[config.mk]
export PLATFORM = sky130hd
export DESIGN_NAME = sertx_top
export DESIGN_NICKNAME = d
export VERILOG_FILES = /design/src/rtl/sertx_pkg.sv /design/src/rtl/sertx_fifo.sv /design/src/rtl/sertx_baud.sv /design/src/rtl/sertx_shifter.sv /design/src/rtl/sertx_top.sv
export SDC_FILE = /design/constraint.sdc
export NUM_CORES = 1
export LEC_CHECK = 0
export BUFFER_PORTS_ARGS = -buffer_cell sky130_fd_sc_hd__buf_2
export CORE_MARGIN = 5
export CORE_UTILIZATION = 55
export DETAILED_ROUTE_END_ITERATION = 10
export GPL_TIMING_DRIVEN = 0
export PLACE_DENSITY_LB_ADDON = 0.2
export SYNTH_ARGS = -nofsm -noshare
export SYNTH_HDL_FRONTEND = slang
export SYNTH_SLANG_ARGS = --single-unit
[constraint.sdc]
create_clock -name clk -period 4.75 [get_ports clk]
set_clock_uncertainty 0.15 [all_clocks]
set_input_delay 0.95 -clock clk [delete_from_list [all_inputs] [get_ports clk]]
set_output_delay 0.95 -clock clk [all_outputs]
set_load 0.005 [all_outputs]
[src/rtl/sertx_pkg.sv]
package sertx_pkg;
  localparam int ADDR_W = 10;
  localparam int REG_W  = 32;
  localparam int BYTE_W = 8;
  localparam int NINTR  = 4;

  localparam logic [ADDR_W-1:0] OFF_ISTATE = 10'h000;
  localparam logic [ADDR_W-1:0] OFF_IEN    = 10'h004;
  localparam logic [ADDR_W-1:0] OFF_ITEST  = 10'h008;
  localparam logic [ADDR_W-1:0] OFF_CTRL   = 10'h00C;
  localparam logic [ADDR_W-1:0] OFF_STAT   = 10'h010;
  localparam logic [ADDR_W-1:0] OFF_RXD    = 10'h014;
  localparam logic [ADDR_W-1:0] OFF_TXD    = 10'h018;
  localparam logic [ADDR_W-1:0] OFF_FCTRL  = 10'h01C;
  localparam logic [ADDR_W-1:0] OFF_FSTAT  = 10'h020;

  // interrupt bit positions
  localparam int IB_TXWM    = 0;
  localparam int IB_RXWM    = 1;
  localparam int IB_TXEMPTY = 2;
  localparam int IB_RXOVF   = 3;

  // control register fields
  localparam int CT_TXEN    = 0;
  localparam int CT_RXEN    = 1;
  localparam int CT_INC_LSB = 16;
  localparam int INC_W      = 16;

  // FIFO control fields
  localparam int FC_TXRST   = 1;
  localparam int FC_THR_LSB = 8;

  // status bit positions
  localparam int ST_TXFULL  = 0;
  localparam int ST_RXFULL  = 1;
  localparam int ST_TXEMPTY = 2;
  localparam int ST_TXIDLE  = 3;
  localparam int ST_RXIDLE  = 4;
  localparam int ST_RXEMPTY = 5;
endpackage

[src/rtl/sertx_fifo.sv]
module sertx_fifo #(
  parameter int DEPTH = 32,
  parameter int DW    = 8,
  localparam int PTR_W = $clog2(DEPTH),
  localparam int LVL_W = $clog2(DEPTH + 1)
) (
  input  logic             clk,
  input  logic             rst_n,
  input  logic             flush,
  input  logic             in_valid,
  output logic             in_ready,
  input  logic [DW-1:0]    in_data,
  output logic             out_valid,
  input  logic             out_ready,
  output logic [DW-1:0]    out_data,
  output logic [LVL_W-1:0] level
);
  logic [DW-1:0]    mem [DEPTH];
  logic [PTR_W-1:0] wptr, rptr;
  logic             push, pop;

  assign in_ready  = (level != LVL_W'(DEPTH));
  assign out_valid = (level != '0);
  assign push      = in_valid && in_ready && !flush;
  assign pop       = out_valid && out_ready && !flush;
  assign out_data  = mem[rptr];

  function automatic logic [PTR_W-1:0] bump(input logic [PTR_W-1:0] p);
    return (p == PTR_W'(DEPTH - 1)) ? '0 : p + 1'b1;
  endfunction

  always_ff @(posedge clk) begin
    if (push) mem[wptr] <= in_data;
  end

  always_ff @(posedge clk or negedge rst_n) begin
    if (!rst_n) begin
      wptr  <= '0;
      rptr  <= '0;
      level <= '0;
    end else if (flush) begin
      wptr  <= '0;
      rptr  <= '0;
      level <= '0;
    end else begin
      if (push) wptr <= bump(wptr);
      if (pop)  rptr <= bump(rptr);
      if (push && !pop)      level <= level + 1'b1;
      else if (pop && !push) level <= level - 1'b1;
    end
  end
endmodule

[src/rtl/sertx_baud.sv]
module sertx_baud #(
  parameter int ACC_W = 16
) (
  input  logic             clk,
  input  logic             rst_n,
  input  logic             en,
  input  logic [ACC_W-1:0] inc,
  output logic             tick
);
  logic [ACC_W-1:0] acc;
  logic [ACC_W:0]   sum;

  assign sum  = {1'b0, acc} + {1'b0, inc};
  assign tick = en && sum[ACC_W];

  always_ff @(posedge clk or negedge rst_n) begin
    if (!rst_n)   acc <= '0;
    else if (en)  acc <= sum[ACC_W-1:0];
    else          acc <= '0;
  end
endmodule

[src/rtl/sertx_shifter.sv]
module sertx_shifter #(
  parameter int DW = 8,
  localparam int FRAME = DW + 2,
  localparam int CNT_W = $clog2(FRAME)
) (
  input  logic          clk,
  input  logic          rst_n,
  input  logic          tick,
  input  logic          in_valid,
  output logic          in_ready,
  input  logic [DW-1:0] in_data,
  output logic          txd,
  output logic          busy
);
  logic [FRAME-1:0] shreg;
  logic [CNT_W-1:0] cnt;
  logic             last;

  assign last     = (cnt == CNT_W'(FRAME - 1));
  assign in_ready = tick && (!busy || last);
  assign txd      = shreg[0];

  always_ff @(posedge clk or negedge rst_n) begin
    if (!rst_n) begin
      shreg <= '1;
      cnt   <= '0;
      busy  <= 1'b0;
    end else if (tick) begin
      if (!busy || last) begin
        if (in_valid) begin
          shreg <= {1'b1, in_data, 1'b0};
          cnt   <= '0;
          busy  <= 1'b1;
        end else begin
          shreg <= '1;
          cnt   <= '0;
          busy  <= 1'b0;
        end
      end else begin
        shreg <= {1'b1, shreg[FRAME-1:1]};
        cnt   <= cnt + 1'b1;
      end
    end
  end
endmodule

[src/rtl/sertx_top.sv]
module sertx_top
  import sertx_pkg::*;
#(
  parameter int DEPTH = 32
) (
  input  logic              clk,
  input  logic              rst_n,
  input  logic              bus_valid,
  input  logic              bus_write,
  input  logic [ADDR_W-1:0] bus_addr,
  input  logic [REG_W-1:0]  bus_wdata,
  output logic              rsp_valid,
  output logic [REG_W-1:0]  rsp_rdata,
  input  logic              rx_valid,
  output logic              rx_ready,
  input  logic [BYTE_W-1:0] rx_data,
  output logic              txd,
  output logic              irq_tx_wm,
  output logic              irq_rx_wm,
  output logic              irq_tx_empty,
  output logic              irq_rx_ovf
);
  localparam int TH_W  = $clog2(DEPTH);
  localparam int LVL_W = $clog2(DEPTH + 1);

  // ---------------- register decode ----------------
  logic aligned, wr_en, rd_en;
  logic wr_istate, wr_ien, wr_itest, wr_ctrl, wr_txd, wr_fctrl, rd_rxd;

  assign aligned   = (bus_addr[1:0] == 2'b00);
  assign wr_en     = bus_valid && bus_write && aligned;
  assign rd_en     = bus_valid && !bus_write && aligned;
  assign wr_istate = wr_en && (bus_addr == OFF_ISTATE);
  assign wr_ien    = wr_en && (bus_addr == OFF_IEN);
  assign wr_itest  = wr_en && (bus_addr == OFF_ITEST);
  assign wr_ctrl   = wr_en && (bus_addr == OFF_CTRL);
  assign wr_txd    = wr_en && (bus_addr == OFF_TXD);
  assign wr_fctrl  = wr_en && (bus_addr == OFF_FCTRL);
  assign rd_rxd    = rd_en && (bus_addr == OFF_RXD);

  logic unused_wdata;
  assign unused_wdata = ^bus_wdata;

  // ---------------- control state ----------------
  logic [NINTR-1:0]  int_state, int_en, int_state_nxt;
  logic              tx_en, rx_en;
  logic [INC_W-1:0]  baud_inc;
  logic [TH_W-1:0]   thr;
  logic [BYTE_W-1:0] rx_byte;
  logic              rx_idle, rx_empty;

  always_ff @(posedge clk or negedge rst_n) begin
    if (!rst_n) begin
      int_en   <= '0;
      tx_en    <= 1'b0;
      rx_en    <= 1'b0;
      baud_inc <= '0;
      thr      <= '0;
    end else begin
      if (wr_ien) int_en <= bus_wdata[NINTR-1:0];
      if (wr_ctrl) begin
        tx_en    <= bus_wdata[CT_TXEN];
        rx_en    <= bus_wdata[CT_RXEN];
        baud_inc <= bus_wdata[CT_INC_LSB +: INC_W];
      end
      if (wr_fctrl) thr <= bus_wdata[FC_THR_LSB +: TH_W];
    end
  end

  // ---------------- transmit datapath ----------------
  logic              push_req, push_ok, flush, pop;
  logic              fifo_in_ready, fifo_out_valid, shift_ready, shift_busy;
  logic [BYTE_W-1:0] fifo_head;
  logic [LVL_W-1:0]  fifo_lvl;
  logic              baud_tick;

  assign push_req = wr_txd;
  assign flush    = wr_fctrl && bus_wdata[FC_TXRST];
  assign push_ok  = push_req && fifo_in_ready && !flush;
  assign pop      = fifo_out_valid && shift_ready && !flush;

  sertx_fifo #(.DEPTH(DEPTH), .DW(BYTE_W)) u_fifo (
    .clk       (clk),
    .rst_n     (rst_n),
    .flush     (flush),
    .in_valid  (push_req),
    .in_ready  (fifo_in_ready),
    .in_data   (bus_wdata[BYTE_W-1:0]),
    .out_valid (fifo_out_valid),
    .out_ready (shift_ready),
    .out_data  (fifo_head),
    .level     (fifo_lvl)
  );

  sertx_baud #(.ACC_W(INC_W)) u_baud (
    .clk   (clk),
    .rst_n (rst_n),
    .en    (tx_en),
    .inc   (baud_inc),
    .tick  (baud_tick)
  );

  sertx_shifter #(.DW(BYTE_W)) u_shift (
    .clk      (clk),
    .rst_n    (rst_n),
    .tick     (baud_tick),
    .in_valid (fifo_out_valid),
    .in_ready (shift_ready),
    .in_data  (fifo_head),
    .txd      (txd),
    .busy     (shift_busy)
  );

  // ---------------- interrupt state ----------------
  logic [LVL_W:0]   lvl_calc, thr_ext;
  logic             drained;
  logic [NINTR-1:0] hw_set, hw_clr, sw_clr, sw_set;

  assign thr_ext = (LVL_W + 1)'(thr);

  always_comb begin
    if (flush) lvl_calc = '0;
    else       lvl_calc = {1'b0, fifo_lvl} + {{LVL_W{1'b0}}, push_ok}
                          - {{LVL_W{1'b0}}, pop};
  end

  assign drained = pop && (lvl_calc == '0);

  always_comb begin
    hw_set = '0;
    hw_clr = '0;
    hw_set[IB_TXWM]    = push_ok && (lvl_calc >= thr_ext);
    hw_clr[IB_TXWM]    = pop && ((lvl_calc < thr_ext) || drained);
    hw_set[IB_TXEMPTY] = drained;
  end

  assign sw_clr = wr_istate ? bus_wdata[NINTR-1:0] : '0;
  assign sw_set = wr_itest  ? bus_wdata[NINTR-1:0] : '0;
  assign int_state_nxt = (int_state & ~sw_clr & ~hw_clr) | sw_set | hw_set;

  always_ff @(posedge clk or negedge rst_n) begin
    if (!rst_n) int_state <= '0;
    else        int_state <= int_state_nxt;
  end

  assign irq_tx_wm    = int_state[IB_TXWM]    & int_en[IB_TXWM];
  assign irq_rx_wm    = int_state[IB_RXWM]    & int_en[IB_RXWM];
  assign irq_tx_empty = int_state[IB_TXEMPTY] & int_en[IB_TXEMPTY];
  assign irq_rx_ovf   = int_state[IB_RXOVF]   & int_en[IB_RXOVF];

  // ---------------- receive holding register ----------------
  logic rx_take;
  assign rx_ready = rx_en;
  assign rx_take  = rx_valid && rx_en;

  always_ff @(posedge clk or negedge rst_n) begin
    if (!rst_n) begin
      rx_byte  <= '0;
      rx_idle  <= 1'b1;
      rx_empty <= 1'b1;
    end else if (rx_take) begin
      rx_byte  <= rx_data;
      rx_idle  <= 1'b0;
      rx_empty <= 1'b0;
    end else if (rd_rxd) begin
      rx_idle  <= 1'b1;
      rx_empty <= 1'b1;
    end
  end

  // ---------------- read path ----------------
  logic [REG_W-1:0] status_word, rd_mux;

  always_comb begin
    status_word = '0;
    status_word[ST_TXFULL]  = (fifo_lvl == LVL_W'(DEPTH));
    status_word[ST_RXFULL]  = !rx_empty;
    status_word[ST_TXEMPTY] = (fifo_lvl == '0);
    status_word[ST_TXIDLE]  = (fifo_lvl == '0) && !shift_busy;
    status_word[ST_RXIDLE]  = rx_idle;
    status_word[ST_RXEMPTY] = rx_empty;
  end

  always_comb begin
    rd_mux = '0;
    case (bus_addr)
      OFF_ISTATE: rd_mux[NINTR-1:0] = int_state;
      OFF_IEN:    rd_mux[NINTR-1:0] = int_en;
      OFF_CTRL: begin
        rd_mux[CT_TXEN] = tx_en;
        rd_mux[CT_RXEN] = rx_en;
        rd_mux[CT_INC_LSB +: INC_W] = baud_inc;
      end
      OFF_STAT:   rd_mux = status_word;
      OFF_RXD:    rd_mux[BYTE_W-1:0] = rx_byte;
      OFF_FCTRL:  rd_mux[FC_THR_LSB +: TH_W] = thr;
      OFF_FSTAT:  rd_mux[LVL_W-1:0] = fifo_lvl;
      default:    rd_mux = '0;
    endcase
  end

  always_ff @(posedge clk or negedge rst_n) begin
    if (!rst_n) begin
      rsp_valid <= 1'b0;
      rsp_rdata <= '0;
    end else begin
      rsp_valid <= bus_valid && !bus_write;
      rsp_rdata <= rd_en ? rd_mux : '0;
    end
  end
endmodule

==> flow_summary_export.csv, run 1 <==
group,metric,value,unit
detailed_routing,drtIter0Drc,760,
sta,tns,0,ns
floorplan,die_y,181.0,µm
synthesis,ys_warn_count,0,
global_route,grt_pass1_wl,52.75,mm
finish,fin_nets,1255,
placed_design,portBuffers,87,
global_route,grt_pass1_vias,9311,
floorplan,dieArea,0.03275,mm²
global_route,grt_max_degree,101,
clock_network,cts_max_level,2,
clock_network,clk_latency,0.54,ns
synthesis,ys_seq_elements,372,
setup_path,cp-start-kind,"input port",
finish,final_util,64.14,%
detailed_routing,vias,9276,
clock_network,cts_buffers,39,
clock_network,cts-root-buf,"clkbuf_16",
detailed_routing,post_drt_wl_per_cell,21.60,µm
power,p_per_area,351.3,mW/mm²
global_route,grt_overflow_total,0,
power,leakage,7.175,nW
floorplan,coreArea,0.02878,mm²
sta,clock.fmax,214.4,MHz
setup_path,crit_required,5.00,ns
detailed_routing,antenna_left,0,
placed_design,dp_hpwl,22.54,mm
detailed_routing,routed_wl,33.84,mm
detailed_routing,avgViaCountPerCell,5.920,
clock_network,cts_tree,"yes",
global_route,grt_antenna_before_repair,0,
sta,slew_headroom,25.31,%
synthesis,ys_types,67,
min_path,hp-class,"in2async",
sta,rsz0062_at_grt,"true",
clock_network,clk_path_buf_depth,3,
global_route,grtUsageTotal,20.56,%
floorplan,die_width,181.0,µm
run_status,status,"finished, final reports clean",
sta,maxSlewViolCount,0,
sta,tightest_slew,1.120,ns
setup_path,end_kind,"register",
finish,drive_above_1_share,26.80,%
synthesis,synth_top_area_cell,"edfxtp_1",
synthesis,yosysMostFrequentCell,"edfxtp_1",
power,vdd_drop_max,401.2,µV
synthesis,synth_edf_count,256,
sta,fin_crit,4.665,ns
detailed_routing,drcViolationCount,0,
floorplan,std_cell_rows,62,
finish,syn_to_final_growth,14.82,%
synthesis,ys_seq_area_share,65.95,%
synthesis,synth.top_cells.by_count,"edfxtp_1 (256), dfrtp_1 (106), mux4_2 (80)",
synthesis,synth.top_cell.area_share,47.81,%
synthesis,async_flop_share,31.18,%
synthesis,synth_cells,1011,
detailed_routing,drt-pass1-iter-count,6,
setup_path,path_class,"in2reg",
floorplan,ios,94,
finish,antenna-diode-count,0,
setup_path,crit_arrival,4.92,ns
clock_network,clk_pin_slew,0.06,ns
synthesis,synthFlopType,"edfxtp_1",
setup_path,r2r-start,"baud_inc[0]",
clock_network,cts.sinks,372,
sta,setup_viol,0,
job,max_cap_violations,0,
clock_network,hold_buffers,0,
synthesis,synth.area.top_cells,"edfxtp_1 (48%), dfrtp_1 (16%), mux4_2 (11%)",
sta,final_hold_viol_count,0,
synthesis,syn-cell-area,0.01608,mm²
setup_path,crit_path_start,"bus_addr[6]",
sta,fin_crit_sh,98.20,%
floorplan,start_util,55.86,%
synthesis,syn_area_per_cell,15.90,µm²
setup_path,cp_max_fo,5,
placed_design,gp_congestion,0.8379,
stage by stage:
stage,total power [W],worst slack (ns),cell area [µm²],hold slack (ns),cells
floorplan,0.003589,-0.1253,16100,0.2974,1013
global placement,0.003678,-0.6834,17020,0.3051,1484
detailed placement,0.003686,-0.7623,17050,0.3137,1485
CTS,0.006537,0.008033,18310,0.09327,1559
global route,0.006687,-0.05490,18460,0.1059,1567
finish,0.006485,0.08544,18460,0.1057,1567
final timing paths:
path                                    end  slack, ns  cells past startpoint
max                            int_state[0]       0.09                     20
min                                  thr[0]       0.11                      1
max reg2reg                    int_state[0]       0.18                     23
min reg2reg                u_shift.shreg[0]       0.33                      2
max in group asynchronous  u_shift.shreg[4]       3.61                      2
min in group clk           u_shift.shreg[0]       0.33                      2
routing by layer:
| layer | up-vias | global-route usage, % | part of all wire, % |
|---|---|---|---|
| li1 | 4196 | - | - |
| met1 | 4639 | 28.80 | 42 |
| met2 | 375 | 33.22 | 48 |
| met3 | 66 | 4.384 | 7.4 |
| met4 | 0 | 5.854 | 2.7 |
| met5 | - | 0 | 0 |
flip-flops by register name, summed over array words and instances, names as in the netlist, 4 cells and up:
| name | count |
|---|---|
| u_baud.acc | 16 |
| u_fifo.rptr | 5 |
| u_fifo.level | 6 |
| u_shift.cnt | 4 |
| rsp_rdata | 29 |
| rx_byte | 8 |
| int_en | 4 |
| int_state | 4 |
| baud_inc | 16 |
| u_shift.shreg | 9 |
| u_fifo.mem | 256 |
| u_fifo.wptr | 5 |
| thr | 5 |
logic make-up after synthesis:
group / share of synthesized area (%)
flops: 65.95
simple gates: 7.759
compound gates: 5.471
mux: 14.30
buf+inv: 1.782
fa+ha+maj: 3.798
xor+xnor: 0.9261
other cells: 0.02332
final cells by class:
class	count	area, µm²
inverter	26	100.1
buffer	42	209.0
timing repair buffer	99	558.0
multi-input combinational	573	5305
sequential	372	10600
clock buffer	51	1041
fill	2074	10320
tap	384	480.5
clock inverter	20	163.9
report_power, final:
group / switching, W / internal, W / total (W)
registers: 0.00000294 / 0.00348 / 0.00348
clock network: 0.00121 / 0.00166 / 0.00286
logic: 0.0000954 / 0.0000461 / 0.000141
total: 0.00130 / 0.00518 / 0.00649
placed cells by master, fill, tap and decap left out, drive strengths merged, types with 5 or more instances in the layout:
cell / count
a21oi: 36
a22o: 6
dfrtp: 106
nand2b: 6
o211ai: 6
mux2i: 11
and3: 8
a211oi: 10
o21ai: 40
and2: 35
nor2b: 7
nand4: 5
edfxtp: 256
inv: 26
dfstp: 10
nand3b: 5
ha: 44
nor3: 31
xnor2: 11
o21a: 6
clkinv: 17
mux4: 80
buf: 115
a21o: 9
nand3: 11
nor2: 69
nand2: 45
mux2: 34
xor2: 6
clkbuf: 77
worst max-delay path: stages:
cell and delay, ns:
buf_6 0.09, or4_4 0.56, or3b_4 0.46, nor3_4 0.23
clkbuf_8 0.19, nor2_4 0.04, ha_4 0.26, inv_4 0.03
ha_4 0.15, fa_2 0.38, a21oi_2 0.16, o21bai_2 0.09
xnor2_1 0.19, nor2_1 0.08, ha_1 0.34, a21oi_2 0.17
o21ai_2 0.09, a22o_1 0.20, a31oi_1 0.13, o211ai_1 0.10
repair_timing:
item | CTS | global route
setup endpoints to repair | 3 | 1
hold endpoints to repair | 0 | 0
gates resized for setup | 7 | 21
buffers inserted | 3 | 8
pin swaps | 2 | 16
gates cloned | 0 | 0
Note: power is estimated with default switching activity, not from simulation.
==> run 2: changes to the inputs <==
CORE_ASPECT_RATIO = 0.9   (was not set)
==> run 2 against run 1 <==
- wire length up 1.5%
- critical path depth unchanged
- sequential cell count unchanged
- critical path type unchanged
- largest power group unchanged
==> flow_summary_export.csv, run 2 (synthesized netlist as in run 1, its figures left out) <==
group,metric,value,unit
setup_path,reg2regPathDepth,23,
sta,fin_crit_sh,97.72,%
finish,final_util,63.85,%
run_status,status,"finished, final reports clean",
detailed_routing,routed_wl,34.34,mm
detailed_routing,drt-pass1-iter-count,5,
floorplan,std_cell_rows,59,
clock_network,cts_tree,"yes",
finish,antenna-diode-count,0,
global_route,grt_antenna_before_repair,0,
floorplan,die_width,190.2,µm
clock_network,cts-root-buf,"clkbuf_16",
clock_network,clk_path_buf_depth,3,
min_path,hp-class,"in2async",
floorplan,coreArea,0.02886,mm²
sta,setup_viol,0,
finish,syn_to_final_growth,14.63,%
clock_network,clk_latency,0.53,ns
power,finalPower,0.006438,W
setup_path,path_class,"in2reg",
sta,final_hold_viol_count,0,
setup_path,crit_required,4.99,ns
clock_network,cts_buffers,38,
floorplan,ios,94,
global_route,grt_max_degree,100,
detailed_routing,vias,9234,
placed_design,gp_congestion,0.8860,
finish,stdcell_area,0.01843,mm²
global_route,grt_overflow_total,0,
power,p_per_area,349.3,mW/mm²
global_route,grtUsageTotal,21.06,%
placed_design,dp_hpwl,22.51,mm
finish,fin_nets,1252,
finish,largest_reg_flops,256,
floorplan,dieArea,0.03276,mm²
setup_path,end_kind,"register",
placed_design,portBuffers,87,
sta,clock.fmax,215.4,MHz
finish,final_common_cell,"edfxtp_1",
finish,regMostFlops,"u_fifo.mem",
finish,reg_top3,"u_fifo.mem: 256 flops, rsp_rdata: 29 flops",
clock_network,cts_max_level,2,
setup_path,r2r_end,"int_state[0]",
sta,slew_headroom,34.53,%
setup_path,critPathCapture,"int_state[0]",
sta,tightest_slew,0.9820,ns
setup_path,crit_path_start,"bus_addr[6]",
setup_path,crit_arrival,4.88,ns
detailed_routing,drcViolationCount,0,
global_route,grt_pass1_wl,52.92,mm
placed_design,place_area,0.01707,mm²
sta,fin_crit,4.641,ns
power,vdd_drop_max,315.0,µV
detailed_routing,drtIter0Drc,809,
sta,rsz0062_at_grt,"true",
setup_path,cp-start-kind,"input port",
clock_network,cts.sinks,372,
detailed_routing,avgViaCountPerCell,5.859,
job,max_cap_violations,0,
setup_path,r2r-start,"baud_inc[0]",
clock_network,clk_pin_slew,0.06,ns
detailed_routing,antenna_left,0,
power,leakage,7.145,nW
finish,drive_above_1_share,26.78,%
setup_path,cp_max_fo,4,
global_route,grt_pass1_vias,9149,
sta,maxSlewViolCount,0,
floorplan,die_y,172.2,µm
setup_path,rrSetupSlack,0.19,ns
detailed_routing,post_drt_wl_per_cell,21.79,µm
floorplan,start_util,55.70,%
finish,final_cell_mix,"edfxtp_1 (256), dfrtp_1 (106), buf_2 (89)",
-- run 2: repair_timing --
item,in CTS,in global routing
gates resized for setup,6,23
hold endpoints to repair,0,0
pin swaps,1,15
setup endpoints to repair,3,1
hold buffers,0,0
setup buffers,2,7
-- run 2: critical path, cell delays in order --
cell and delay [ns]:
buf_6 0.09, or4_4 0.56, or3b_4 0.46, nor3_4 0.24, clkbuf_8 0.20, nor2_4 0.04, ha_4 0.25, inv_2 0.04
ha_4 0.15, fa_2 0.37, a21oi_2 0.16, o21bai_2 0.12, xnor2_2 0.15, nor2_1 0.07, ha_1 0.34, a21oi_2 0.16
o21ai_2 0.08, a22o_1 0.20, a31oi_1 0.15, o211ai_1 0.11
-- run 2: worst min path at each step --
stage	cells after the start	endpoint	from
2_1_floorplan	1	rsp_rdata[6]	rx_byte[6]
3_3_place_gp	1	rsp_rdata[6]	rx_byte[6]
3_5_place_dp	1	rsp_rdata[6]	rx_byte[6]
4_1_cts	1	u_fifo.level[1]	rst_n
5_1_grt	1	u_fifo.level[4]	rst_n
6_report	1	rsp_rdata[12]	rst_n
-- run 2: per-layer routing --
| metal | global-route usage [%] | vias to the layer above | part of all wire, % |
|---|---|---|---|
| met3 | 4.138 | 60 | 7.3 |
| met2 | 33.08 | 348 | 46 |
| met1 | 30.94 | 4636 | 44 |
| met4 | 5.339 | 2 | 2.3 |
| met5 | 0.8876 | - | 0.12 |
| li1 | - | 4188 | - |
-- run 2: per-stage QoR --
| stage | hold slack [ns] | instances | setup TNS, ns | setup slack (ns) |
|---|---|---|---|---|
| floorplan | 0.2974 | 1013 | -0.1253 | -0.1253 |
| global placement | 0.3091 | 1496 | -1.091 | -0.6873 |
| detailed placement | 0.3170 | 1497 | -1.160 | -0.7264 |
| CTS | 0.1072 | 1569 | 0 | 0.005432 |
| global route | 0.1201 | 1576 | -0.08549 | -0.08549 |
| finish | 0.1210 | 1576 | 0 | 0.1085 |
-- run 2: power by group --
group	total (W)	internal [W]	switching, W
registers	0.00348	0.00348	0.00000295
logic	0.000142	0.0000462	0.0000956
clock network	0.00282	0.00161	0.00121
-- run 2: final cells by class --
class	instances	area, µm²
multi-input cells	573	5311
plain buffers	42	206.4
fillers	2090	10430
inverters	26	97.59
repair buffers	97	543.0
clock buffers	51	1041
clock inverters	19	132.6
well taps	396	495.5
flip-flops and latches	372	10600
